===== config.mk =====
export PLATFORM = sky130hd
export DESIGN_NAME = vid_reg_port
export DESIGN_NICKNAME = d
export VERILOG_FILES = /design/src/rtl/vcr_pkg.sv /design/src/rtl/vcr_decode.sv /design/src/rtl/vcr_addr_regs.sv /design/src/rtl/vcr_data_port.sv /design/src/rtl/vcr_sprite_port.sv /design/src/rtl/vid_reg_port.sv
export SDC_FILE = /design/constraint.sdc
export NUM_CORES = 1
export LEC_CHECK = 0
export BUFFER_PORTS_ARGS = -buffer_cell sky130_fd_sc_hd__buf_2
export CORE_UTILIZATION = 49
export CTS_CLUSTER_SIZE = 28
export DETAILED_ROUTE_END_ITERATION = 10
export GPL_ROUTABILITY_DRIVEN = 0
export GPL_TIMING_DRIVEN = 0
export HOLD_SLACK_MARGIN = 0.02
export PLACE_DENSITY = 0.81
export SETUP_SLACK_MARGIN = 0.4
export SYNTH_ARGS = -nofsm -noshare
export SYNTH_HDL_FRONTEND = slang
export SYNTH_SLANG_ARGS = --single-unit
export TNS_END_PERCENT = 5

===== constraint.sdc =====
create_clock -name clk -period 2.6 [get_ports clk]
set_input_delay 0.52 -clock clk [delete_from_list [all_inputs] [get_ports clk]]
set_output_delay 0.52 -clock clk [all_outputs]
set_load 0.02 [all_outputs]

===== src/rtl/vcr_pkg.sv =====
package vcr_pkg;

    localparam int DATA_W       = 8;
    localparam int VRAM_AW      = 14;
    localparam int TADDR_W      = 15;
    localparam int SPR_AW       = 8;
    localparam int NUM_REGS     = 8;
    localparam int SEL_W        = $clog2(NUM_REGS);
    localparam int CPU_AW       = 16;
    localparam int WIN_TAG_W    = 3;
    localparam int CTRL_INC_BIT = 2;
    localparam int STEP_WIDE    = 32;

    typedef enum logic [SEL_W-1:0] {
        REG_CTRL = 3'd0,
        REG_MASK = 3'd1,
        REG_STAT = 3'd2,
        REG_SPRA = 3'd3,
        REG_SPRD = 3'd4,
        REG_SCRL = 3'd5,
        REG_ADDR = 3'd6,
        REG_DATA = 3'd7
    } reg_sel_e;

    typedef struct packed {
        logic [NUM_REGS-1:0] rd;
        logic [NUM_REGS-1:0] wr;
    } reg_stb_t;

    function automatic logic [TADDR_W-1:0] addr_step(input logic [DATA_W-1:0] ctrl);
        return ctrl[CTRL_INC_BIT] ? TADDR_W'(STEP_WIDE) : TADDR_W'(1);
    endfunction

endpackage


===== src/rtl/vcr_decode.sv =====
module vcr_decode
    import vcr_pkg::*;
#(
    parameter logic [WIN_TAG_W-1:0] WIN_TAG = 3'b001
) (
    input  logic [CPU_AW-1:0] cpu_addr,
    input  logic              cpu_rd,
    input  logic              cpu_wr,
    output logic              in_win,
    output reg_stb_t          stb
);

    logic [SEL_W-1:0]    idx;
    logic [NUM_REGS-1:0] rd_v;
    logic [NUM_REGS-1:0] wr_v;

    assign in_win = (cpu_addr[CPU_AW-1 -: WIN_TAG_W] == WIN_TAG);
    assign idx    = cpu_addr[SEL_W-1:0];

    // read takes priority when both strobes are raised
    for (genvar g = 0; g < NUM_REGS; g++) begin : g_reg
        assign rd_v[g] = in_win & cpu_rd & (idx == SEL_W'(g));
        assign wr_v[g] = in_win & cpu_wr & ~cpu_rd & (idx == SEL_W'(g));
    end

    assign stb.rd = rd_v;
    assign stb.wr = wr_v;

endmodule


===== src/rtl/vcr_addr_regs.sv =====
module vcr_addr_regs
    import vcr_pkg::*;
(
    input  logic               clk,
    input  logic               rst,
    input  logic               wr_ctrl,
    input  logic               wr_scrl,
    input  logic               wr_addr,
    input  logic               rd_stat,
    input  logic               advance,
    input  logic [DATA_W-1:0]  wdata,
    input  logic [DATA_W-1:0]  ctrl_q,
    output logic               toggle,
    output logic [TADDR_W-1:0] tmp_addr,
    output logic [TADDR_W-1:0] cur_addr,
    output logic [TADDR_W-1:0] step
);

    assign step = addr_step(ctrl_q);

    always_ff @(posedge clk) begin
        if (rst) begin
            toggle   <= 1'b0;
            tmp_addr <= '0;
            cur_addr <= '0;
        end else begin
            if (rd_stat)
                toggle <= 1'b0;
            else if (wr_scrl || wr_addr)
                toggle <= ~toggle;

            if (wr_ctrl)
                tmp_addr[11:10] <= wdata[1:0];

            if (wr_scrl && !toggle)
                tmp_addr[4:0] <= wdata[7:3];
            if (wr_scrl && toggle) begin
                tmp_addr[9:5]   <= wdata[7:3];
                tmp_addr[14:12] <= wdata[2:0];
            end

            if (wr_addr && !toggle) begin
                tmp_addr[14]   <= 1'b0;
                tmp_addr[13:8] <= wdata[5:0];
            end

            if (wr_addr && toggle) begin
                tmp_addr[7:0] <= wdata;
                cur_addr      <= {tmp_addr[14:8], wdata};
            end else if (advance) begin
                cur_addr <= cur_addr + step;
            end
        end
    end

    AST_STATUS_CLEARS: assert property (@(posedge clk) disable iff (rst)
        rd_stat |=> !toggle);

    AST_TOGGLE_FLIPS: assert property (@(posedge clk) disable iff (rst)
        ((wr_scrl || wr_addr) && !rd_stat) |=> (toggle != $past(toggle)));

    AST_ADDR_COPY: assert property (@(posedge clk) disable iff (rst)
        (wr_addr && toggle) |=> (cur_addr == tmp_addr));

    AST_CTRL_TO_TMP: assert property (@(posedge clk) disable iff (rst)
        wr_ctrl |=> (tmp_addr[11:10] == $past(wdata[1:0])));

    AST_STEP_ADVANCE: assert property (@(posedge clk) disable iff (rst)
        (advance && !wr_addr) |=> (cur_addr == $past(cur_addr) + $past(step)));

endmodule


===== src/rtl/vcr_data_port.sv =====
module vcr_data_port
    import vcr_pkg::*;
(
    input  logic               clk,
    input  logic               rst,
    input  logic               rd_req,
    input  logic               wr_req,
    input  logic [VRAM_AW-1:0] cur_lo,
    input  logic [DATA_W-1:0]  cpu_wdata,
    input  logic [DATA_W-1:0]  vram_rdata,
    output logic [VRAM_AW-1:0] vram_addr,
    output logic               vram_rd,
    output logic               vram_wr,
    output logic [DATA_W-1:0]  vram_wdata,
    output logic [DATA_W-1:0]  rbuf,
    output logic               advance
);

    logic fill_pend;

    assign vram_addr  = cur_lo;
    assign vram_rd    = rd_req;
    assign vram_wr    = wr_req;
    assign vram_wdata = cpu_wdata;
    assign advance    = rd_req | wr_req;

    always_ff @(posedge clk) begin
        if (rst) begin
            fill_pend <= 1'b0;
            rbuf      <= '0;
        end else begin
            fill_pend <= rd_req;
            if (fill_pend)
                rbuf <= vram_rdata;
        end
    end

    AST_VRAM_ONE_KIND: assert property (@(posedge clk) disable iff (rst)
        !(vram_rd && vram_wr));

    AST_FILL_CAPTURE: assert property (@(posedge clk) disable iff (rst)
        vram_rd |=> ##1 (rbuf == $past(vram_rdata)));

endmodule


===== src/rtl/vcr_sprite_port.sv =====
module vcr_sprite_port
    import vcr_pkg::*;
(
    input  logic              clk,
    input  logic              rst,
    input  logic              wr_base,
    input  logic              rd_data,
    input  logic              wr_data,
    input  logic [DATA_W-1:0] wdata,
    output logic [SPR_AW-1:0] spr_addr,
    output logic              spr_we,
    output logic [DATA_W-1:0] spr_wdata
);

    assign spr_we    = wr_data;
    assign spr_wdata = wdata;

    always_ff @(posedge clk) begin
        if (rst)
            spr_addr <= '0;
        else if (wr_base)
            spr_addr <= wdata[SPR_AW-1:0];
        else if (rd_data || wr_data)
            spr_addr <= spr_addr + SPR_AW'(1);
    end

    AST_SPR_POSTINC: assert property (@(posedge clk) disable iff (rst)
        ((rd_data || wr_data) && !wr_base) |=> (spr_addr == $past(spr_addr) + SPR_AW'(1)));

    AST_SPR_BASE: assert property (@(posedge clk) disable iff (rst)
        wr_base |=> (spr_addr == $past(wdata[SPR_AW-1:0])));

endmodule


===== src/rtl/vid_reg_port.sv =====
module vid_reg_port
    import vcr_pkg::*;
(
    input  logic               clk,
    input  logic               rst,
    input  logic [CPU_AW-1:0]  cpu_addr,
    input  logic               cpu_rd,
    input  logic               cpu_wr,
    input  logic [DATA_W-1:0]  cpu_wdata,
    output logic [DATA_W-1:0]  cpu_rdata,
    input  logic [DATA_W-1:0]  stat_in,
    output logic [VRAM_AW-1:0] vram_addr,
    output logic               vram_rd,
    output logic               vram_wr,
    output logic [DATA_W-1:0]  vram_wdata,
    input  logic [DATA_W-1:0]  vram_rdata,
    output logic [SPR_AW-1:0]  spr_addr,
    output logic               spr_we,
    output logic [DATA_W-1:0]  spr_wdata,
    input  logic [DATA_W-1:0]  spr_rdata,
    output logic [DATA_W-1:0]  ctrl_o,
    output logic [DATA_W-1:0]  mask_o,
    output logic [TADDR_W-1:0] tmp_addr_o,
    output logic [TADDR_W-1:0] cur_addr_o
);

    logic               in_win;
    reg_stb_t           stb;
    logic               toggle;
    logic [TADDR_W-1:0] step;
    logic [DATA_W-1:0]  rbuf;
    logic               advance;

    vcr_decode u_dec (
        .cpu_addr (cpu_addr),
        .cpu_rd   (cpu_rd),
        .cpu_wr   (cpu_wr),
        .in_win   (in_win),
        .stb      (stb)
    );

    always_ff @(posedge clk) begin
        if (rst) begin
            ctrl_o <= '0;
            mask_o <= '0;
        end else begin
            if (stb.wr[REG_CTRL]) ctrl_o <= cpu_wdata;
            if (stb.wr[REG_MASK]) mask_o <= cpu_wdata;
        end
    end

    vcr_addr_regs u_addr (
        .clk      (clk),
        .rst      (rst),
        .wr_ctrl  (stb.wr[REG_CTRL]),
        .wr_scrl  (stb.wr[REG_SCRL]),
        .wr_addr  (stb.wr[REG_ADDR]),
        .rd_stat  (stb.rd[REG_STAT]),
        .advance  (advance),
        .wdata    (cpu_wdata),
        .ctrl_q   (ctrl_o),
        .toggle   (toggle),
        .tmp_addr (tmp_addr_o),
        .cur_addr (cur_addr_o),
        .step     (step)
    );

    vcr_data_port u_data (
        .clk        (clk),
        .rst        (rst),
        .rd_req     (stb.rd[REG_DATA]),
        .wr_req     (stb.wr[REG_DATA]),
        .cur_lo     (cur_addr_o[VRAM_AW-1:0]),
        .cpu_wdata  (cpu_wdata),
        .vram_rdata (vram_rdata),
        .vram_addr  (vram_addr),
        .vram_rd    (vram_rd),
        .vram_wr    (vram_wr),
        .vram_wdata (vram_wdata),
        .rbuf       (rbuf),
        .advance    (advance)
    );

    vcr_sprite_port u_spr (
        .clk       (clk),
        .rst       (rst),
        .wr_base   (stb.wr[REG_SPRA]),
        .rd_data   (stb.rd[REG_SPRD]),
        .wr_data   (stb.wr[REG_SPRD]),
        .wdata     (cpu_wdata),
        .spr_addr  (spr_addr),
        .spr_we    (spr_we),
        .spr_wdata (spr_wdata)
    );

    always_comb begin
        if (stb.rd[REG_STAT])
            cpu_rdata = stat_in;
        else if (stb.rd[REG_SPRD])
            cpu_rdata = spr_rdata;
        else if (|stb.rd)
            cpu_rdata = rbuf;
        else
            cpu_rdata = '0;
    end

    AST_OUTSIDE_QUIET: assert property (@(posedge clk) disable iff (rst)
        !in_win |-> !(vram_rd || vram_wr || spr_we));

    AST_RESET_STATE: assert property (@(posedge clk)
        rst |=> (cur_addr_o == '0 && tmp_addr_o == '0 && !toggle && rbuf == '0));

    AST_STATUS_READ: assert property (@(posedge clk) disable iff (rst)
        (cpu_rd && in_win && cpu_addr[SEL_W-1:0] == REG_STAT) |-> (cpu_rdata == stat_in));

endmodule


==> impl_metrics.ini <==
[setup_path]
startpoint_type = input port
endpoint_kind = primary output
startpoint = cpu_addr[14]
crit_buf_inv = 5
r2r_slack_ns = 0.52
crit_chain = buf_6 -> or3b_4 -> buf_8 -> buf_8 -> or2_4 -> clkbuf_16 -> a211oi_4 -> buf_6
cp_max_fo = 5
path_class = input port to primary output
cpLargestDelayFamily = simple AND/OR/NAND/NOR gates
worstPathRequired_ns = 2.08
cpPeakStageDelay_ns = 0.42
arrival_ns = 2.07
cp_slowest_cell = or3b_4
r2r-start = ctrl_o[2]

[global_routing]
grt_pass1_vias = 3647
grt_max_degree = 13
grt.total_usage_pct = 30.3
antenna_found_initial = 0
grt_remaining_overflow = 0
grt_pass1_wl_um = 17800

[die]
dieArea_mm2 = 0.00775
io_pins = 147
num_rows = 30
die_y_um = 88.0
start_util_pct = 51.9
die_x_um = 88.0
core-area_mm2 = 0.00698

[route]
vias = 3982
top_layer = met4
drtAntennaViolNets = 0
first_pass_iters = 5
met2_length_um = 5700
drt_iter0_markers = 325
post-route-drc-count = 0
wl_per_cell_um = 17.3
wl_met1_um = 4900
vias_per_cell = 5.81
drt-total-wl_um = 11900
detailroute.wirelength.met3_um = 1040

[clock_network]
hold_buffers = 0
htreeDepth = 3
cts.path.max_buffers = 2
insertion_delay_ns = 0.36
cts_sinks = 64
cts_tree = done
root_buffer = clkbuf_8
cts.clk_slew.worst_paths_ns = 0.08
numCtsBuffers = 9

[power]
p_comb_share_pct = 10.0
p_seq_share_pct = 44.6
p_int_mw = 1.63
power_density_mw_per_mm2 = 445
p_leak_nw = 2.11
power_switching_uw = 570
power_frac_clock_pct = 45.4
switching_share_pct = 25.9
vdd.ir_drop.worst_mv = 0.487
p_total_mw = 2.21

[sta]
period_needed_ns = 2.59
relSlewSlack_pct = 48.8
tightest_slew_ns = 0.762
fin_setup_tns_ns = 0
hold_viol = 0
skew_ns = 0.00898
finalSetupViolCount = 0
slew_viol_final = 0
max_freq_mhz = 386
rsz0062_at_grt = yes
fin_crit_sh_pct = 99.6

[layout]
fin_nets = 640
layout_common_cells = buf_2, dfxtp_1, nor2_1
syn_to_final_growth_pct = 36.8
drive_gt1_share_pct = 39.0
n_fill_cell = 551
final_common_cell = buf_2
diodes = 0

[synthesis]
synth-edff-count = 0
ys_ff_latch = 64
seq_area_frac_synth_pct = 35.3
synthCells = 434
ys_warn_count = 0
async_flop_share_pct = 0
ys.flop_type = dfxtp_1
synth_fp_nets = 490
syn_avg_cell_area_um2 = 8.35
synth_cell_types = 50
syn_area_mm2 = 0.00363

[hold_path]
min_path_type = input port to flop
hp-start = vram_rdata[2]

[placed_design]
dp_hpwl_um = 8110
numPortBuffers = 134

[run]
max_cap_violations = 0

[outcome]
status = complete, no violations
[metal layers]
metal / up-vias / global-route usage (%)
li1: 1850 / -
met1: 1876 / 38.0
met2: 228 / 48.7
met3: 28 / 8.86
met4: 0 / 12.8
met5: - / 0
[cell type report]
class / instances / area (um2) / share of cell area [%]
multi-input cells: 292 / 2070 / 41.7
clock buffers: 10 / 138 / 2.77
inverters: 17 / 63.8 / 1.29
clock inverters: 6 / 91.3 / 1.84
plain buffers: 61 / 422 / 8.50
repair buffers: 139 / 777 / 15.7
flip-flops and latches: 64 / 1280 / 25.8
well taps: 96 / 120 / 2.42
[kinds of logic (layout without fill, tap and decap cells)]
logic type	count (synthesis)	in the layout	share of synthesized area, %
adders and majority gates	4	4	1.38
xor gates and xnor gates	2	2	0.483
muxes	37	37	10.3
buffers and inverters	78	233	11.7
AOI/OAI and AO/OA	91	91	17.3
and+or+nand+nor	158	158	23.5
DFF	64	64	35.3
[per-stage QoR]
step / cell area [um2] / instances / hold WS, ns / utilization (%) / setup WS [ns]
floorplan: 3760 / 434 / 0.460 / - / 0.165
global placement: 4550 / 664 / 0.435 / 65.2 / -0.146
detailed placement: 4550 / 664 / 0.444 / 65.2 / -0.206
CTS: 4840 / 683 / 0.395 / 69.4 / 0.00487
global route: 4960 / 685 / 0.415 / 71.0 / -0.0151
finish: 4960 / 685 / 0.401 / 71.0 / 0.0101
[synth_stat cells (2+ instances only)]
cell type,count,share of area [%]
o32a_1,2,0.55
or3_1,4,0.69
a311oi_1,2,0.48
clkbuf_1,23,2.4
o22ai_1,7,1.2
or4_1,11,2.3
buf_6,2,0.62
a21oi_1,16,2.2
or2_2,3,0.52
and3_1,4,0.69
mux2_2,3,0.93
nand3b_1,4,0.83
nor2_1,39,4.0
nand4_1,3,0.52
nor3_2,2,0.55
inv_1,17,1.8
a32oi_1,5,1.2
xnor2_1,2,0.48
a211oi_1,16,3.3
and2_1,2,0.35
nand3_1,19,2.6
nand2_1,31,3.2
nand2b_1,10,1.7
o21ai_0,2,0.28
ha_1,4,1.4
nor4_1,11,1.9
buf_1,2,0.21
a31oi_1,23,4.0
buf_2,4,0.55
dfxtp_1,64,35
a22oi_1,4,0.83
nor3_1,7,0.97
o211ai_1,7,1.4
mux2i_1,34,9.4
buf_4,30,6.2
[flip-flops by register name, indices dropped and copies added, names as in the netlist]
signal,count
u_data.fill_pend,1
u_addr.cur_addr,15
u_addr.toggle,1
mask_o,8
u_data.rbuf,8
u_spr.spr_addr,8
ctrl_o,8
u_addr.tmp_addr,15
[tightest hold or removal path: cells and delay by family]
kind / cells / cell delay [ns]
buffers and inverters: 1 / 0.08
AND/OR/NAND/NOR: 1 / 0.07
multiplexers: 1 / 0.06
[power groups by stage]
stage | Clock (mW) | Sequential, mW | Combinational [mW]
finish | 1.00 | 0.983 | 0.220
global route | 1.05 | 0.984 | 0.231
CTS | 0.997 | 0.983 | 0.207
detailed placement | 0 | 1.01 | 0.201
global placement | 0 | 1.01 | 0.198
floorplan | 0 | 1.01 | 0.115
[worst paths after layout]
path	to	cells past startpoint
max	cpu_rdata[2]	8
max reg2reg	u_addr.cur_addr[14]	7
min reg2reg	ctrl_o[3]	2
min	u_data.rbuf[2]	3
[what timing repair did]
item | in CTS | in global routing
setup buffers | 2 | 2
resized for setup | 11 | 40
endpoints found under the setup margin | 21 | 51
cloned | 1 | 0
pin swaps | 3 | 8
hold endpoints to repair | 0 | 0
Note: power is estimated with default switching activity, not from simulation.
